<file path="src/rtl/wcb_pkg.sv">
package wcb_pkg;
    typedef enum logic {
        CLS_UL = 1'b0,
        CLS_DL = 1'b1
    } cls_e;

    typedef enum logic [1:0] {
        S_FREE   = 2'd0,
        S_UL_BLK = 2'd1,
        S_DL_BLK = 2'd2
    } state_e;
endpackage

</file>
<file path="src/rtl/wcb_budget.sv">
// Converts a class weight into its burst length in code blocks.
module wcb_budget #(
    parameter int WEIGHT_W    = 8,
    parameter int UNIT_BLOCKS = 3,
    parameter int CNT_W       = 10
) (
    input  logic [WEIGHT_W-1:0] weight,
    output logic [CNT_W-1:0]    budget
);
    logic [WEIGHT_W-1:0] eff_weight;

    // a zero weight is floored to one unit so no class starves
    assign eff_weight = (weight == '0) ? WEIGHT_W'(1) : weight;
    assign budget     = CNT_W'(eff_weight) * CNT_W'(UNIT_BLOCKS);
endmodule

</file>
<file path="src/rtl/wcb_burst_ctr.sv">
// Tracks which class owns the current burst and how many blocks it has taken.
module wcb_burst_ctr
    import wcb_pkg::*;
#(
    parameter int CNT_W = 10
) (
    input  logic             clk,
    input  logic             rst_n,
    input  logic             take,
    input  cls_e             take_cls,
    output cls_e             cur_cls,
    output logic [CNT_W-1:0] used
);
    always_ff @(posedge clk) begin
        if (!rst_n) begin
            cur_cls <= CLS_UL;
            used    <= '0;
        end else if (take) begin
            if (take_cls == cur_cls) begin
                if (used != '1) begin
                    used <= used + CNT_W'(1);
                end
            end else begin
                cur_cls <= take_cls;
                used    <= CNT_W'(1);
            end
        end
    end
endmodule

</file>
<file path="src/rtl/wcb_select.sv">
// Picks the class that would be granted next from the requests and burst state.
module wcb_select
    import wcb_pkg::*;
#(
    parameter int CNT_W = 10
) (
    input  logic             ul_req,
    input  logic             dl_req,
    input  cls_e             cur_cls,
    input  logic [CNT_W-1:0] used,
    input  logic [CNT_W-1:0] ul_budget,
    input  logic [CNT_W-1:0] dl_budget,
    output logic             any_req,
    output cls_e             sel_cls
);
    logic [CNT_W-1:0] cur_budget;
    logic             exhausted;
    cls_e             other_cls;

    assign cur_budget = (cur_cls == CLS_UL) ? ul_budget : dl_budget;
    assign exhausted  = (used >= cur_budget);
    assign other_cls  = (cur_cls == CLS_UL) ? CLS_DL : CLS_UL;

    always_comb begin
        any_req = 1'b1;
        sel_cls = cur_cls;
        unique case ({ul_req, dl_req})
            2'b11: sel_cls = exhausted ? other_cls : cur_cls;
            2'b10: sel_cls = CLS_UL;
            2'b01: sel_cls = CLS_DL;
            default: begin
                any_req = 1'b0;
                sel_cls = cur_cls;
            end
        endcase
    end
endmodule

</file>
<file path="src/rtl/cb_weighted_arb.sv">
module cb_weighted_arb
    import wcb_pkg::*;
#(
    parameter int WEIGHT_W    = 8,
    parameter int UNIT_BLOCKS = 3
) (
    input  logic                clk,
    input  logic                rst_n,
    input  logic [WEIGHT_W-1:0] ul_weight,
    input  logic [WEIGHT_W-1:0] dl_weight,
    input  logic                ul_valid,
    output logic                ul_ready,
    input  logic                dl_valid,
    output logic                dl_ready,
    input  logic                cb_done,
    output logic                busy,
    output logic                busy_class
);
    localparam int MAX_BUDGET = ((1 << WEIGHT_W) - 1) * UNIT_BLOCKS;
    localparam int CNT_W      = $clog2(MAX_BUDGET + 1);
    localparam int NUM_CLS    = 2;

    state_e state_q, state_d;
    logic [NUM_CLS-1:0][WEIGHT_W-1:0] weights;
    logic [NUM_CLS-1:0][CNT_W-1:0]    budgets;
    logic             any_req;
    cls_e             sel_cls;
    cls_e             cur_cls;
    logic [CNT_W-1:0] used;
    logic             take;

    assign weights[0] = ul_weight;
    assign weights[1] = dl_weight;

    for (genvar g = 0; g < NUM_CLS; g++) begin : g_budget
        wcb_budget #(
            .WEIGHT_W   (WEIGHT_W),
            .UNIT_BLOCKS(UNIT_BLOCKS),
            .CNT_W      (CNT_W)
        ) u_budget (
            .weight(weights[g]),
            .budget(budgets[g])
        );
    end

    wcb_select #(.CNT_W(CNT_W)) u_select (
        .ul_req   (ul_valid),
        .dl_req   (dl_valid),
        .cur_cls  (cur_cls),
        .used     (used),
        .ul_budget(budgets[0]),
        .dl_budget(budgets[1]),
        .any_req  (any_req),
        .sel_cls  (sel_cls)
    );

    assign take = (ul_valid && ul_ready) || (dl_valid && dl_ready);

    wcb_burst_ctr #(.CNT_W(CNT_W)) u_burst (
        .clk     (clk),
        .rst_n   (rst_n),
        .take    (take),
        .take_cls(sel_cls),
        .cur_cls (cur_cls),
        .used    (used)
    );

    // state register
    always_ff @(posedge clk) begin
        if (!rst_n) begin
            state_q <= S_FREE;
        end else begin
            state_q <= state_d;
        end
    end

    // next-state logic
    always_comb begin
        state_d = state_q;
        unique case (state_q)
            S_FREE: begin
                if (take) begin
                    state_d = (sel_cls == CLS_DL) ? S_DL_BLK : S_UL_BLK;
                end
            end
            S_UL_BLK, S_DL_BLK: begin
                if (cb_done) begin
                    state_d = S_FREE;
                end
            end
            default: state_d = S_FREE;
        endcase
    end

    // outputs
    always_comb begin
        ul_ready   = 1'b0;
        dl_ready   = 1'b0;
        busy       = 1'b0;
        busy_class = 1'b0;
        unique case (state_q)
            S_FREE: begin
                ul_ready = any_req && (sel_cls == CLS_UL);
                dl_ready = any_req && (sel_cls == CLS_DL);
            end
            S_UL_BLK: begin
                busy       = 1'b1;
                busy_class = 1'b0;
            end
            S_DL_BLK: begin
                busy       = 1'b1;
                busy_class = 1'b1;
            end
            default: begin
                busy = 1'b0;
            end
        endcase
    end
endmodule

</file>
<file path="config.mk">
export PLATFORM = sky130hd
export DESIGN_NAME = cb_weighted_arb
export DESIGN_NICKNAME = d
export VERILOG_FILES = /design/src/rtl/wcb_pkg.sv /design/src/rtl/wcb_budget.sv /design/src/rtl/wcb_burst_ctr.sv /design/src/rtl/wcb_select.sv /design/src/rtl/cb_weighted_arb.sv
export SDC_FILE = /design/constraint.sdc
export NUM_CORES = 1
export LEC_CHECK = 0
export ABC_AREA = 1
export BUFFER_PORTS_ARGS = -buffer_cell sky130_fd_sc_hd__buf_2
export CORE_UTILIZATION = 65
export CTS_BUF_LIST = sky130_fd_sc_hd__clkbuf_2
export DETAILED_ROUTE_END_ITERATION = 6
export PLACE_DENSITY = 0.86
export SYNTH_ARGS = -nofsm -noshare
export SYNTH_HDL_FRONTEND = slang
export SYNTH_SLANG_ARGS = --single-unit
</file>
<file path="constraint.sdc">
create_clock -name clk -period 10.9 [get_ports clk]
set_input_delay 0.545 -clock clk [delete_from_list [all_inputs] [get_ports clk]]
set_output_delay 0.545 -clock clk [all_outputs]
set_load 0.01 [all_outputs]
</file>
# After elaboration in Yosys (flattened, before gate mapping)
# Index checks and enable logic that the tools add are counted.
classes:
  addsub: 1
  multipliers: 2
  n_lt_le_gt_ge: 1
  n_eq_ne: 10
  muxes: 17
  bitwise_logic: 2
  reduce_logical: 13
op_table:
  columns: ["op", "count"]
  rows:
  - ["two-way mux 10 bit", 3]
  - ["multiplier 8 x 2 -> 10 bit (second input constant)", 2]
  - ["logical NOT 8 bit", 2]
  - ["two-way mux 8 bit", 2]
  - ["adder 10 x 1 -> 10 bit (second input constant)", 1]
  - ["greater-or-equal comparator 10 bit", 1]
  - ["!= test 10 bit (second input constant)", 1]
  - ["two-way mux 1 bit", 7]
  - ["equality test 2 bit (second input constant)", 3]
  - ["two-way mux 2 bit", 3]
  - ["AND reduction 2 bit", 3]
  - ["equality test 2 x 1 -> 1 bit (second input constant)", 2]
  - ["logical AND 1 bit", 4]
  - ["!= test 2 bit (second input constant)", 2]
  - ["case mux 2 bit (2 select lines)", 1]
  - ["case mux 1 bit (3 select lines)", 1]
  - ["OR reduction 3 bit", 1]
  - ["logical NOT 2 bit", 1]
  - ["!= test 2 x 1 -> 1 bit (second input constant)", 1]
  - ["inverter 1 bit", 2]
  - ["OR reduction 2 bit", 1]
  - ["equality test 1 bit", 1]
  - ["logical OR 1 bit", 1]
word_totals:
  ff_bits: 13
  input_bits: 21
  out_inout_bits: 4
  elab_cells: 49

# Logic depth before layout (Yosys ltp)
# Gate-level depths: netlist of run 1.
logic_depth:
  depth_word: 14
  ltp_mapped: 28
  ltp_nobuf: 27

# By module
# Synthesis of run 1 repeated with hierarchy kept, for this count alone.
unflattened:
  cells_unflattened: 361
  area_unflattened_um2: 2213.4
by_module_without_submodules:
  columns: ["module", "instances", "cells_each", "area_each_um2", "seq_area_each_um2"]
  rows:
  - ["wcb_budget", 2, 83, 473.0, 0.0]
  - ["wcb_burst_ctr", 1, 109, 711.9, 220.2]
  - ["wcb_select", 1, 57, 387.9, 0.0]
  - ["cb_weighted_arb", 1, 29, 167.7, 40.0]

# Worst setup path after synthesis of run 1
# Ideal clock, no wire load.
synth_path:
  path_type: "input-to-output"
  from: "in dl_weight[6]"
  to: "out dl_ready"
  t_arrival_ns: 3.479
  required_time_ns: 10.355
  setup_slack_ns: 6.876
  path_stages: 25
  n_path_buf: 0
  path_cell_list: "inv_1 ha_1 nand4_1 inv_1 nor2_1 fa_1 nand2_1 nand2_1 a21oi_1 or2_2 nand2_1 a21oi_1 inv_1 nand2_1 nand2_1 o21ai_0 ha_1 a21o_1 nor2_2 nand3_2 nand2_1 nand3_1 nand2_1 nand4_1 inv_1"
synth_between:
  elab_chain_cells: 9
synth_lines:
  columns: ["element", "line", "rtl"]
  rows:
  - ["from (decl)", "cb_weighted_arb.sv:10", "input logic [WEIGHT_W-1:0] dl_weight,"]
  - ["logical NOT 8 bit", "wcb_budget.sv:13", "assign eff_weight = (weight == '0) ? WEIGHT_W'(1) : weight;"]
  - ["two-way mux 8 bit (*)", "wcb_budget.sv:13", null]
  - ["multiplier 8 x 2 -> 10 bit (*)", "wcb_budget.sv:14", "assign budget = CNT_W'(eff_weight) * CNT_W'(UNIT_BLOCKS);"]
  - ["two-way mux 10 bit (*)", "wcb_select.sv:20", "assign cur_budget = (cur_cls == CLS_UL) ? ul_budget : dl_budget;"]
  - ["greater-or-equal comparator 10 bit (*)", "wcb_select.sv:21", "assign exhausted = (used >= cur_budget);"]
  - ["two-way mux 1 bit (*)", "wcb_select.sv:28", "2'b11: sel_cls = exhausted ? other_cls : cur_cls;"]
  - ["case mux 1 bit (3 select lines) (*)", "wcb_select.sv:27", "unique case ({ul_req, dl_req})"]
  - ["logical AND 1 bit (*)", "cb_weighted_arb.sv:104", "dl_ready = any_req && (sel_cls == CLS_DL);"]
  - ["two-way mux 1 bit (*)", "cb_weighted_arb.sv:101", "unique case (state_q)"]
  - ["to (decl)", "cb_weighted_arb.sv:14", "output logic dl_ready,"]
# Mark *: on every way between the ends. The rest lies on a longest branch, timed or not.

# Final worst setup path of run 1
# Same ends and word-level chain as after synthesis.

==> flow_summary_export.csv, run 1 <==
group,metric,value,unit
synth,ys_ff_latch,13,
timing,rsz0062_at_grt,"false",
timing,maxSlewViolCount,0,
clock_tree,clk_latency,280,ps
synth,seq_area_frac_synth,13.4,%
synth,yosysMostFrequentCell,"nand2_1",
final_layout,final_nets,388,
pwr,p_leak,1.13,nW
route,first_pass_iters,4,
worst_setup_path,r2r_start,"u_burst.cur_cls",
final_layout,n_fill_cell,246,
route,wirelength,4.27,mm
timing,min_period,4630,ps
clock_tree,clock_tree.buffer_depth,2,
final_layout,fin_util,75.1,%
worst_setup_path,ff2ff_setup_slack,7850,ps
worst_setup_path,r2r-end,"u_burst.used[8]",
grt,grt_util_met2,46.4,%
synth,synthFlopType,"dfxtp_1",
floorplan,rows,19,
worst_setup_path,r2r_cells,14,
placement,gp_congestion,0.952,
synth,ys_top_cells_by_area,"ha_1 21%, dfxtp_1 13%, nand2_1 12%",
pwr,ir_drop,174,uV
route,routedWlPerCell,11.8,um
clock_tree,cts_tree,"built",
timing,finalSetupViolCount,0,
clock_tree,cts.clk_slew.worst_paths,120,ps
synth,synth.top_cell.area_share,21.3,%
synth,netlist_area,1940,um^2
route,vias_per_cell,5.62,
worst_setup_path,crit_required,10360,ps
worst_setup_path,critPathKind,"input port to primary output",
clock_tree,cts.htree.levels,1,
floorplan,initial_core_util,69.8,%
placement,dpl.hpwl,3.59,mm
final_layout,n_antenna_cell,0,
floorplan,die_h,56.7,um
hold_path,hold_end,"u_burst.used[1]",
route,vias,2035,
timing,fin_worst_skew,7.13,ps
grt,grt_util_met3,5.53,%
route,dr.first_iter.drc_count,112,
placement,port-buffer-count,24,
synth,synth_cell_type_count,33,
timing,tightest_slew,853,ps
clock_tree,cts_setup_buffers,0,
synth,synthTopCellsByCount,"63 x nand2_1, 55 x inv_1, 40 x nor2_1",
clock_tree,cts_sinks,13,
worst_setup_path,crit_path_start_kind,"input port",
hold_path,hold_start,"u_burst.used[1]",
grt,grt_max_degree,15,
synth,yosysTopAreaCell,"ha_1",
floorplan,ioPinCount,25,
job,timing.max_cap.violations,0,
final_layout,areaGrowthSynthToFinish,7.60,%
timing,relSlewSlack,43.1,%
grt,antenna_found_initial,0,
worst_setup_path,cp-end-kind,"primary output",
final_layout,register_area,260,um^2
synth,yosys_warnings,0,
hold_path,hold_path_class,"register to register",
pwr,powerDensity,109,nW/um^2
timing,timing_hold_violations_final,0,
route,ant_nets,0,
synth,synth_edf_count,0,
final_layout,multi_input_area,1440,um^2
clock_tree,cts_hold_buf,0,
grt,gr-max-usage-layer,"met2",
hold_path,holdPathStages,2,
grt,track_usage,27.8,%
floorplan,fp.dieW,56.7,um
grt,gr-usage-met1,37.8,%
worst_setup_path,crit_path_max_fanout,6,
route,drc_errors,0,
grt,grt_pass1_vias,1843,
final_layout,drive_above_1_share,11.2,%
synth,syn_area_per_cell,6.28,um^2
clock_tree,numCtsBuffers,3,
floorplan,die_area,3210,um^2
floorplan,core,2780,um^2
worst_setup_path,cp.arrival,4090,ps
clock_tree,cts-root-buf,"clkbuf_2",
timing,period_share,42.5,%
synth,synth_fp_nets,365,
timing,fin_tns_setup,0,ps
clock_tree,cts_resized,0,
grt,grt_pass1_wl,7.30,mm
synth,synthCells,309,
grt,grt_overflow,0,
timing,fmax,0.216,GHz
outcome,status,"finished clean",
synth,ys_async_sr_fraction,0,%
[sequential cells by signal, indices dropped and copies added, names as in the netlist]
name             flops
u_burst.cur_cls      1
state_q              2
u_burst.used        10
[kinds of logic (layout without fill, tap and decap cells)]
family	after synthesis	count (layout)	synth area share (%)
flip-flops	13	13	13.4
XOR/XNOR	8	8	3.61
buffers and inverters	62	84	12.4
AO/OA/AOI/OAI	55	55	16.7
multiplexers	1	1	0.515
AND/OR/NAND/NOR	135	135	30.0
adder cells (fa/ha/maj)	35	35	23.3
[layer usage]
layer	part of all wire, %	wire [um]	vias up
li1	-	-	1052
met1	48	2040	921
met2	46	1960	62
met3	6.3	268	0
met4	0	0	0
met5	0	0	-
[layout make-up]
class	count	share of cell area [%]
clock buffers	4	0.958
inverters	56	10.1
multi-input cells	234	68.9
flip-flops and latches	13	12.5
well taps	31	1.86
repair buffers	24	5.75
[cells in the final DEF, fill, tap and decap left out]
| cell | synthesis | routed |
|---|---|---|
| o21ai_0 | 12 | 12 |
| nand3_1 | 11 | 11 |
| a21oi_1 | 26 | 26 |
| xnor2_1 | 3 | 3 |
| mux2i_1 | 1 | 1 |
| o211ai_2 | 2 | 2 |
| buf_2 | 1 | 24 |
| nand3_2 | 2 | 2 |
| inv_1 | 55 | 55 |
| nor2_1 | 40 | 40 |
| o221ai_1 | 2 | 2 |
| nor2_2 | 1 | 1 |
| ha_1 | 33 | 33 |
| o31a_1 | 1 | 1 |
| nor4b_1 | 1 | 1 |
| o2bb2ai_1 | 1 | 1 |
| o32ai_1 | 1 | 1 |
| clkbuf_2 | 0 | 4 |
| clkinv_1 | 1 | 1 |
| nor3_2 | 1 | 1 |
| a31oi_1 | 4 | 4 |
| o21bai_1 | 1 | 1 |
| nand2_2 | 1 | 1 |
| or2_2 | 2 | 2 |
| xor2_1 | 5 | 5 |
| o22ai_1 | 4 | 4 |
| a21o_1 | 1 | 1 |
| nand2_1 | 63 | 63 |
| fa_1 | 2 | 2 |
| dfxtp_1 | 13 | 13 |
| nand4_1 | 10 | 10 |
| nor3_1 | 3 | 3 |
[power by group]
part	total [mW]	switching, mW	internal (mW)
logic	0.137	0.0864	0.0508
clock network	0.0261	0.0163	0.00973
registers	0.0642	0.00871	0.0555
total	0.227	0.111	0.116
[per-stage QoR]
stage          power (mW)  instances  setup WS [ps]  area (um^2)  hold slack, ps
3_3_place_gp        0.198        358           6380         2070             496
4_1_cts             0.228        362           6290         2090             530
6_report            0.227        362           6270         2090             522
3_5_place_dp        0.202        358           6310         2070             511
5_1_grt             0.251        362           5810         2090             528
2_1_floorplan       0.173        309           6880         1940             477
[critical path: stages]
cell and delay (ps):
buf_2 100, inv_1 90, ha_1 160, nand4_1 190, inv_1 210, nor2_1 110, fa_1 440, nand2_1 90
nand2_1 50, a21oi_1 140, or2_2 140, nand2_1 40, a21oi_1 200, inv_1 60, nand2_1 60, nand2_1 50
o21ai_0 80, ha_1 270, a21o_1 190, nor2_2 150, nand3_2 120, nand2_1 80, nand3_1 70, nand2_1 130
nand4_1 120, inv_1 70, buf_2 120
[how the worst max path moves through the flow]
stage / startpoint / end / slack, ps / cells past startpoint
floorplan: dl_weight[6] / dl_ready / 6880 / 25
CTS: dl_weight[6] / dl_ready / 6290 / 27
detailed placement: dl_weight[6] / dl_ready / 6310 / 27
global route: dl_weight[6] / dl_ready / 5810 / 28
global placement: dl_weight[6] / dl_ready / 6380 / 27
finish: dl_weight[6] / dl_ready / 6270 / 27
Note: power is estimated with default switching activity, not from simulation.
==> inputs of run 2 (changes only) <==
--- a/config.mk
+++ b/config.mk
@@ -7,10 +7,10 @@
 export LEC_CHECK = 0
 export ABC_AREA = 1
 export BUFFER_PORTS_ARGS = -buffer_cell sky130_fd_sc_hd__buf_2
-export CORE_UTILIZATION = 65
+export CORE_UTILIZATION = 61
 export CTS_BUF_LIST = sky130_fd_sc_hd__clkbuf_2
 export DETAILED_ROUTE_END_ITERATION = 6
-export PLACE_DENSITY = 0.86
+export PLACE_DENSITY = 0.81
 export SYNTH_ARGS = -nofsm -noshare
 export SYNTH_HDL_FRONTEND = slang
 export SYNTH_SLANG_ARGS = --single-unit
==> constraint.sdc (replaced) <==
create_clock -name clk -period 4.3 [get_ports clk]
set_input_delay 0.215 -clock clk [delete_from_list [all_inputs] [get_ports clk]]
set_output_delay 0.215 -clock clk [all_outputs]
set_load 0.01 [all_outputs]
==> flow_summary_export.csv, run 2 (synthesis results as in run 1) <==
group,metric,value,unit
final_layout,areaGrowthSynthToFinish,8.83,%
clock_tree,cts_tree,"built",
final_layout,n_antenna_cell,0,
floorplan,die_area,3410,um^2
worst_setup_path,crit_required,4090,ps
worst_setup_path,r2r-end,"u_burst.used[8]",
clock_tree,cts.htree.levels,1,
grt,grt_pass1_wl,7.49,mm
placement,gp_congestion,0.899,
pwr,sw_frac_of_total,49.1,%
floorplan,fp.dieW,58.4,um
clock_tree,numCtsBuffers,3,
timing,maxSlewViolCount,0,
timing,fmax,0.251,GHz
route,vias_per_cell,5.47,
worst_setup_path,ff2ff_setup_slack,1240,ps
clock_tree,clk_latency,280,ps
worst_setup_path,critPathKind,"input port to primary output",
final_layout,largest_reg_flops,10,
pwr,powerDensity,274,nW/um^2
clock_tree,cts.clk_slew.worst_paths,130,ps
final_layout,fin_util,69.8,%
timing,finalSetupViolCount,0,
timing,setup_slack,319,ps
pwr,p_sw,0.284,mW
grt,track_usage,27.7,%
clock_tree,clock_tree.buffer_depth,2,
route,ant_nets,0,
placement,port-buffer-count,24,
hold_path,hold_start,"rst_n",
floorplan,initial_core_util,64.1,%
final_layout,layout_common_cells,"63 x nand2_1, 54 x inv_1, 40 x nor2_1",
route,routedWlPerCell,11.6,um
pwr,p_int,0.294,mW
pwr,total_power,0.578,mW
timing,timing_hold_violations_final,0,
floorplan,core,3030,um^2
worst_setup_path,crit_path_max_fanout,6,
grt,grt_pass1_vias,1755,
floorplan,die_h,58.4,um
route,wirelength,4.37,mm
hold_path,hold_end,"u_burst.used[0]",
final_layout,final_nets,389,
timing,fin_worst_skew,1.80,ps
placement,place_ws,250,ps
route,drc_errors,0,
grt,antenna_found_initial,0,
grt,grt_overflow,0,
final_layout,drive_above_1_share,11.7,%
route,dr.first_iter.drc_count,100,
timing,min_period,3980,ps
floorplan,rows,20,
worst_setup_path,cp-end-kind,"primary output",
placement,dpl.hpwl,3.59,mm
pwr,seqPwrFrac,28.3,%
timing,relSlewSlack,42.1,%
timing,period_share,92.6,%
hold_path,holdPathStages,3,
pwr,ir_drop,281,uV
clock_tree,cts_sinks,13,
grt,grt_max_degree,15,
timing,tightest_slew,868,ps
final_layout,regMostFlops,"u_burst.used",
route,first_pass_iters,4,
final_layout,reg_top3,"u_burst.used (10), state_q (2), u_burst.cur_cls (1)",
clock_tree,cts-root-buf,"clkbuf_2",
floorplan,ioPinCount,25,
route,vias,2055,
final_layout,layout_commonest_cell,"nand2_1",
job,timing.max_cap.violations,0,
pwr,clockPowerShare,11.3,%
worst_setup_path,r2r_cells,15,
hold_path,hold_path_class,"input port to register",
pwr,p_leak,1.14,nW
worst_setup_path,crit_path_start_kind,"input port",
clock_tree,cts_hold_buf,0,
worst_setup_path,r2r_start,"u_burst.cur_cls",
pwr,pwr-share-comb,60.3,%
worst_setup_path,cp.arrival,3770,ps
outcome,status,"finished clean",
-- run 2: cell types whose count changed in the layout (fill, tap and decap cells not counted), sizes merged --
cell | previous run | this run
buf | 24 | 25
-- run 2: stage by stage --
stage	instance area [um^2]	setup TNS [ps]	std cells	hold slack [ps]
floorplan	1940	0	309	335
global placement	2090	0	371	492
detailed placement	2090	0	371	497
CTS	2110	0	375	194
global route	2110	-0.529	376	175
finish	2110	0	376	195
-- run 2: power groups by stage --
| stage | Combinational (mW) | Sequential (mW) | Clock [mW] |
|---|---|---|---|
| after floorplan | 0.282 | 0.157 | 0 |
| after global placement | 0.340 | 0.166 | 0 |
| after detailed placement | 0.342 | 0.166 | 0 |
| after CTS | 0.346 | 0.163 | 0.0669 |
| after global routing | 0.405 | 0.167 | 0.0744 |
| final | 0.349 | 0.164 | 0.0656 |
-- run 2: how the worst max path moves through the flow --
stage | cells past startpoint | to | slack (ps) | start
after floorplan | 27 | u_burst.used[0] | 830 | dl_weight[6]
after global placement | 27 | u_burst.used[0] | 410 | dl_weight[6]
after detailed placement | 26 | u_burst.used[8] | 250 | dl_weight[6]
after CTS | 27 | dl_ready | 320 | dl_weight[6]
after global routing | 27 | dl_ready | -0.5 | dl_weight[6]
final | 26 | dl_ready | 320 | ul_weight[6]
-- run 2: timing repair --
action / in CTS / in global routing
resized for setup: 0 / 1
endpoints found under the hold margin: 0 / 0
endpoints found under the setup margin: 0 / 2
setup buffers: 0 / 1
-- run 2: per-layer routing --
| metal | GRT usage (%) | routed length, um |
|---|---|---|
| met4 | 4.76 | 42 |
| met5 | 0 | 0 |
| met1 | 39.3 | 2120 |
| met2 | 43.2 | 1900 |
| met3 | 6.59 | 310 |
-- run 2: final cells by class --
type | count | area [um^2]
fill | 300 | 915
multi-input combinational | 234 | 1440
sequential | 13 | 260
inverter | 56 | 210
tap | 44 | 55.1
clock buffer | 4 | 20.0
timing repair buffer | 25 | 128
-- run 2: worst max-delay path, cell delays in order --
cell and delay [ps]:
buf_2 110, inv_1 90, ha_1 160, nand4_1 140
inv_1 180, nor2_1 100, fa_1 440, nand2_1 100
a21oi_1 80, o21ai_0 150, inv_1 80, nor2_1 90
nor2_1 50, nor2_1 140, o21ai_0 110, o21ai_0 220
ha_1 280, a21o_1 190, nor2_2 130, nand3_2 120
nand2_1 80, nand3_1 70, nand2_1 130, nand4_1 120
inv_1 70, buf_2 120
==> inputs of run 3 (changes only) <==
--- a/config.mk
+++ b/config.mk
@@ -7,10 +7,13 @@
 export LEC_CHECK = 0
 export ABC_AREA = 1
 export BUFFER_PORTS_ARGS = -buffer_cell sky130_fd_sc_hd__buf_2
-export CORE_UTILIZATION = 61
+export CAP_MARGIN = 20
+export CELL_PAD_IN_SITES_DETAIL_PLACEMENT = 0
+export CELL_PAD_IN_SITES_GLOBAL_PLACEMENT = 1
+export CORE_UTILIZATION = 42
 export CTS_BUF_LIST = sky130_fd_sc_hd__clkbuf_2
 export DETAILED_ROUTE_END_ITERATION = 6
-export PLACE_DENSITY = 0.81
+export PLACE_DENSITY = 0.8
 export SYNTH_ARGS = -nofsm -noshare
 export SYNTH_HDL_FRONTEND = slang
 export SYNTH_SLANG_ARGS = --single-unit
==> flow_summary_export.csv, run 3 (synthesis results as in run 1) <==
group,metric,value,unit
clock_tree,cts_sinks,13,
placement,placed_area,2100,um^2
final_layout,regMostFlops,"u_burst.used",
timing,rsz0062_at_grt,"false",
pwr,p_int,0.294,mW
timing,fin_worst_skew,0.377,ps
clock_tree,cts.htree.levels,1,
grt,antenna_found_initial,0,
clock_tree,clk_latency,280,ps
worst_setup_path,crit_start,"dl_weight[6]",
route,vias,1943,
placement,dpl.hpwl,3.81,mm
final_layout,final_nets,389,
final_layout,layout_common_cells,"63 x nand2_1, 54 x inv_1, 40 x nor2_1",
clock_tree,cts.clk_slew.worst_paths,130,ps
floorplan,initial_core_util,44.3,%
worst_setup_path,cp.arrival,3690,ps
grt,grt_overflow,0,
placement,gp_congestion,0.888,
final_layout,final_cell_count_no_fill,384,
route,routedWlPerCell,11.8,um
worst_setup_path,r2r_start,"u_burst.cur_cls",
timing,tightest_slew,823,ps
pwr,seqPwrFrac,28.4,%
outcome,status,"finished clean",
clock_tree,clock_tree.buffer_depth,2,
worst_setup_path,crit_path_start_kind,"input port",
timing,setup_slack,394,ps
route,drc_errors,0,
clock_tree,numCtsBuffers,3,
clock_tree,cts-root-buf,"clkbuf_2",
final_layout,largest_reg_flops,10,
floorplan,fp.dieW,70.0,um
timing,relSlewSlack,45.1,%
pwr,sw_frac_of_total,49.4,%
pwr,ir_drop,90.9,uV
grt,grt_pass1_wl,7.75,mm
route,dr.first_iter.drc_count,109,
timing,maxSlewViolCount,0,
timing,timing_hold_violations_final,0,
placement,place_ws,205,ps
route,vias_per_cell,5.06,
floorplan,die_area,4900,um^2
floorplan,ioPinCount,25,
hold_path,hold_path_class,"input port to register",
worst_setup_path,cp-end-kind,"primary output",
final_layout,reg_top3,"u_burst.used (10), state_q (2), u_burst.cur_cls (1)",
job,timing.max_cap.violations,0,
timing,finalSetupViolCount,0,
timing,period_share,90.8,%
route,first_pass_iters,4,
timing,min_period,3910,ps
worst_setup_path,critPathKind,"input port to primary output",
final_layout,areaGrowthSynthToFinish,9.54,%
final_layout,n_antenna_cell,0,
final_layout,drive_above_1_share,12.0,%
route,ant_nets,0,
grt,grt_max_degree,15,
grt,track_usage,19.6,%
floorplan,die_h,70.0,um
placement,port-buffer-count,24,
placement,dp.cells,380,
timing,fmax,0.256,GHz
hold_path,hold_start,"rst_n",
clock_tree,cts_tree,"built",
worst_setup_path,crit_required,4090,ps
final_layout,layout_commonest_cell,"nand2_1",
final_layout,design_area,2130,um^2
final_layout,fin_util,48.5,%
pwr,powerDensity,273,nW/um^2
pwr,p_leak,1.14,nW
grt,grt_pass1_vias,1788,
clock_tree,cts_setup_buffers,0,
worst_setup_path,crit_path_max_fanout,6,
pwr,clockPowerShare,11.6,%
floorplan,rows,24,
floorplan,core,4380,um^2
route,wirelength,4.54,mm
pwr,p_sw,0.287,mW
clock_tree,cts_hold_buf,0,
pwr,pwr-share-comb,60.0,%
timing,fin_tns_setup,0,ps
==> run 3: final timing paths <==
path                     endpoint  slack (ps)  cells after the start
hold reg to reg   u_burst.used[1]         530                      2
hold / removal    u_burst.used[0]         190                      3
setup reg to reg  u_burst.used[7]        1190                     15
setup / recovery         dl_ready         390                     27
==> run 3: power groups by stage <==
stage                     combinational, mW  clock (mW)  sequential [mW]
after floorplan                       0.282           0            0.157
after global placement                0.348           0            0.168
after detailed placement              0.348           0            0.167
after CTS                             0.350      0.0681            0.164
after global routing                  0.410      0.0743            0.169
final                                 0.349      0.0674            0.165
==> run 3: timing repair <==
| item | CTS | global route |
|---|---|---|
| setup endpoints to repair | 0 | 1 |
| gates resized for setup | 0 | 2 |
| hold endpoints to repair | 0 | 0 |
==> run 3: layout make-up <==
type                       count  area (um^2)
clock buffer                   4         20.0
inverter                      56          210
timing repair buffer          25          128
fill                         483         2260
sequential                    13          260
tap                           52         65.1
multi-input combinational    234         1440
==> run 3: worst max-delay path, stage by stage <==
cell	delay (ps)
buf_2	100
inv_1	90
ha_1	150
nand4_1	190
inv_2	170
nor2_1	90
fa_1	430
nand2_1	90
nand2_1	50
a21oi_1	130
or2_2	140
nand2_1	50
a21oi_2	180
inv_1	60
nand2_1	50
nand2_1	50
o21ai_0	100
ha_1	290
a21o_1	190
nor2_2	130
nand3_2	120
nand2_1	70
nand3_1	70
nand2_1	150
nand4_1	130
inv_1	70
buf_2	120
==> run 3: metrics by stage <==
step	power [mW]	hold slack [ps]
finish	0.582	193
global route	0.653	206
CTS	0.583	190
detailed placement	0.515	502
global placement	0.516	497
floorplan	0.438	335
==> run 3: layer usage <==
layer | GRT usage, % | routed length, um | vias up
li1 | - | - | 1055
met1 | 24.2 | 2180 | 855
met2 | 35.4 | 2210 | 28
met3 | 1.01 | 89 | 5
met4 | 7.56 | 59 | 0
met5 | 0 | 0 | -
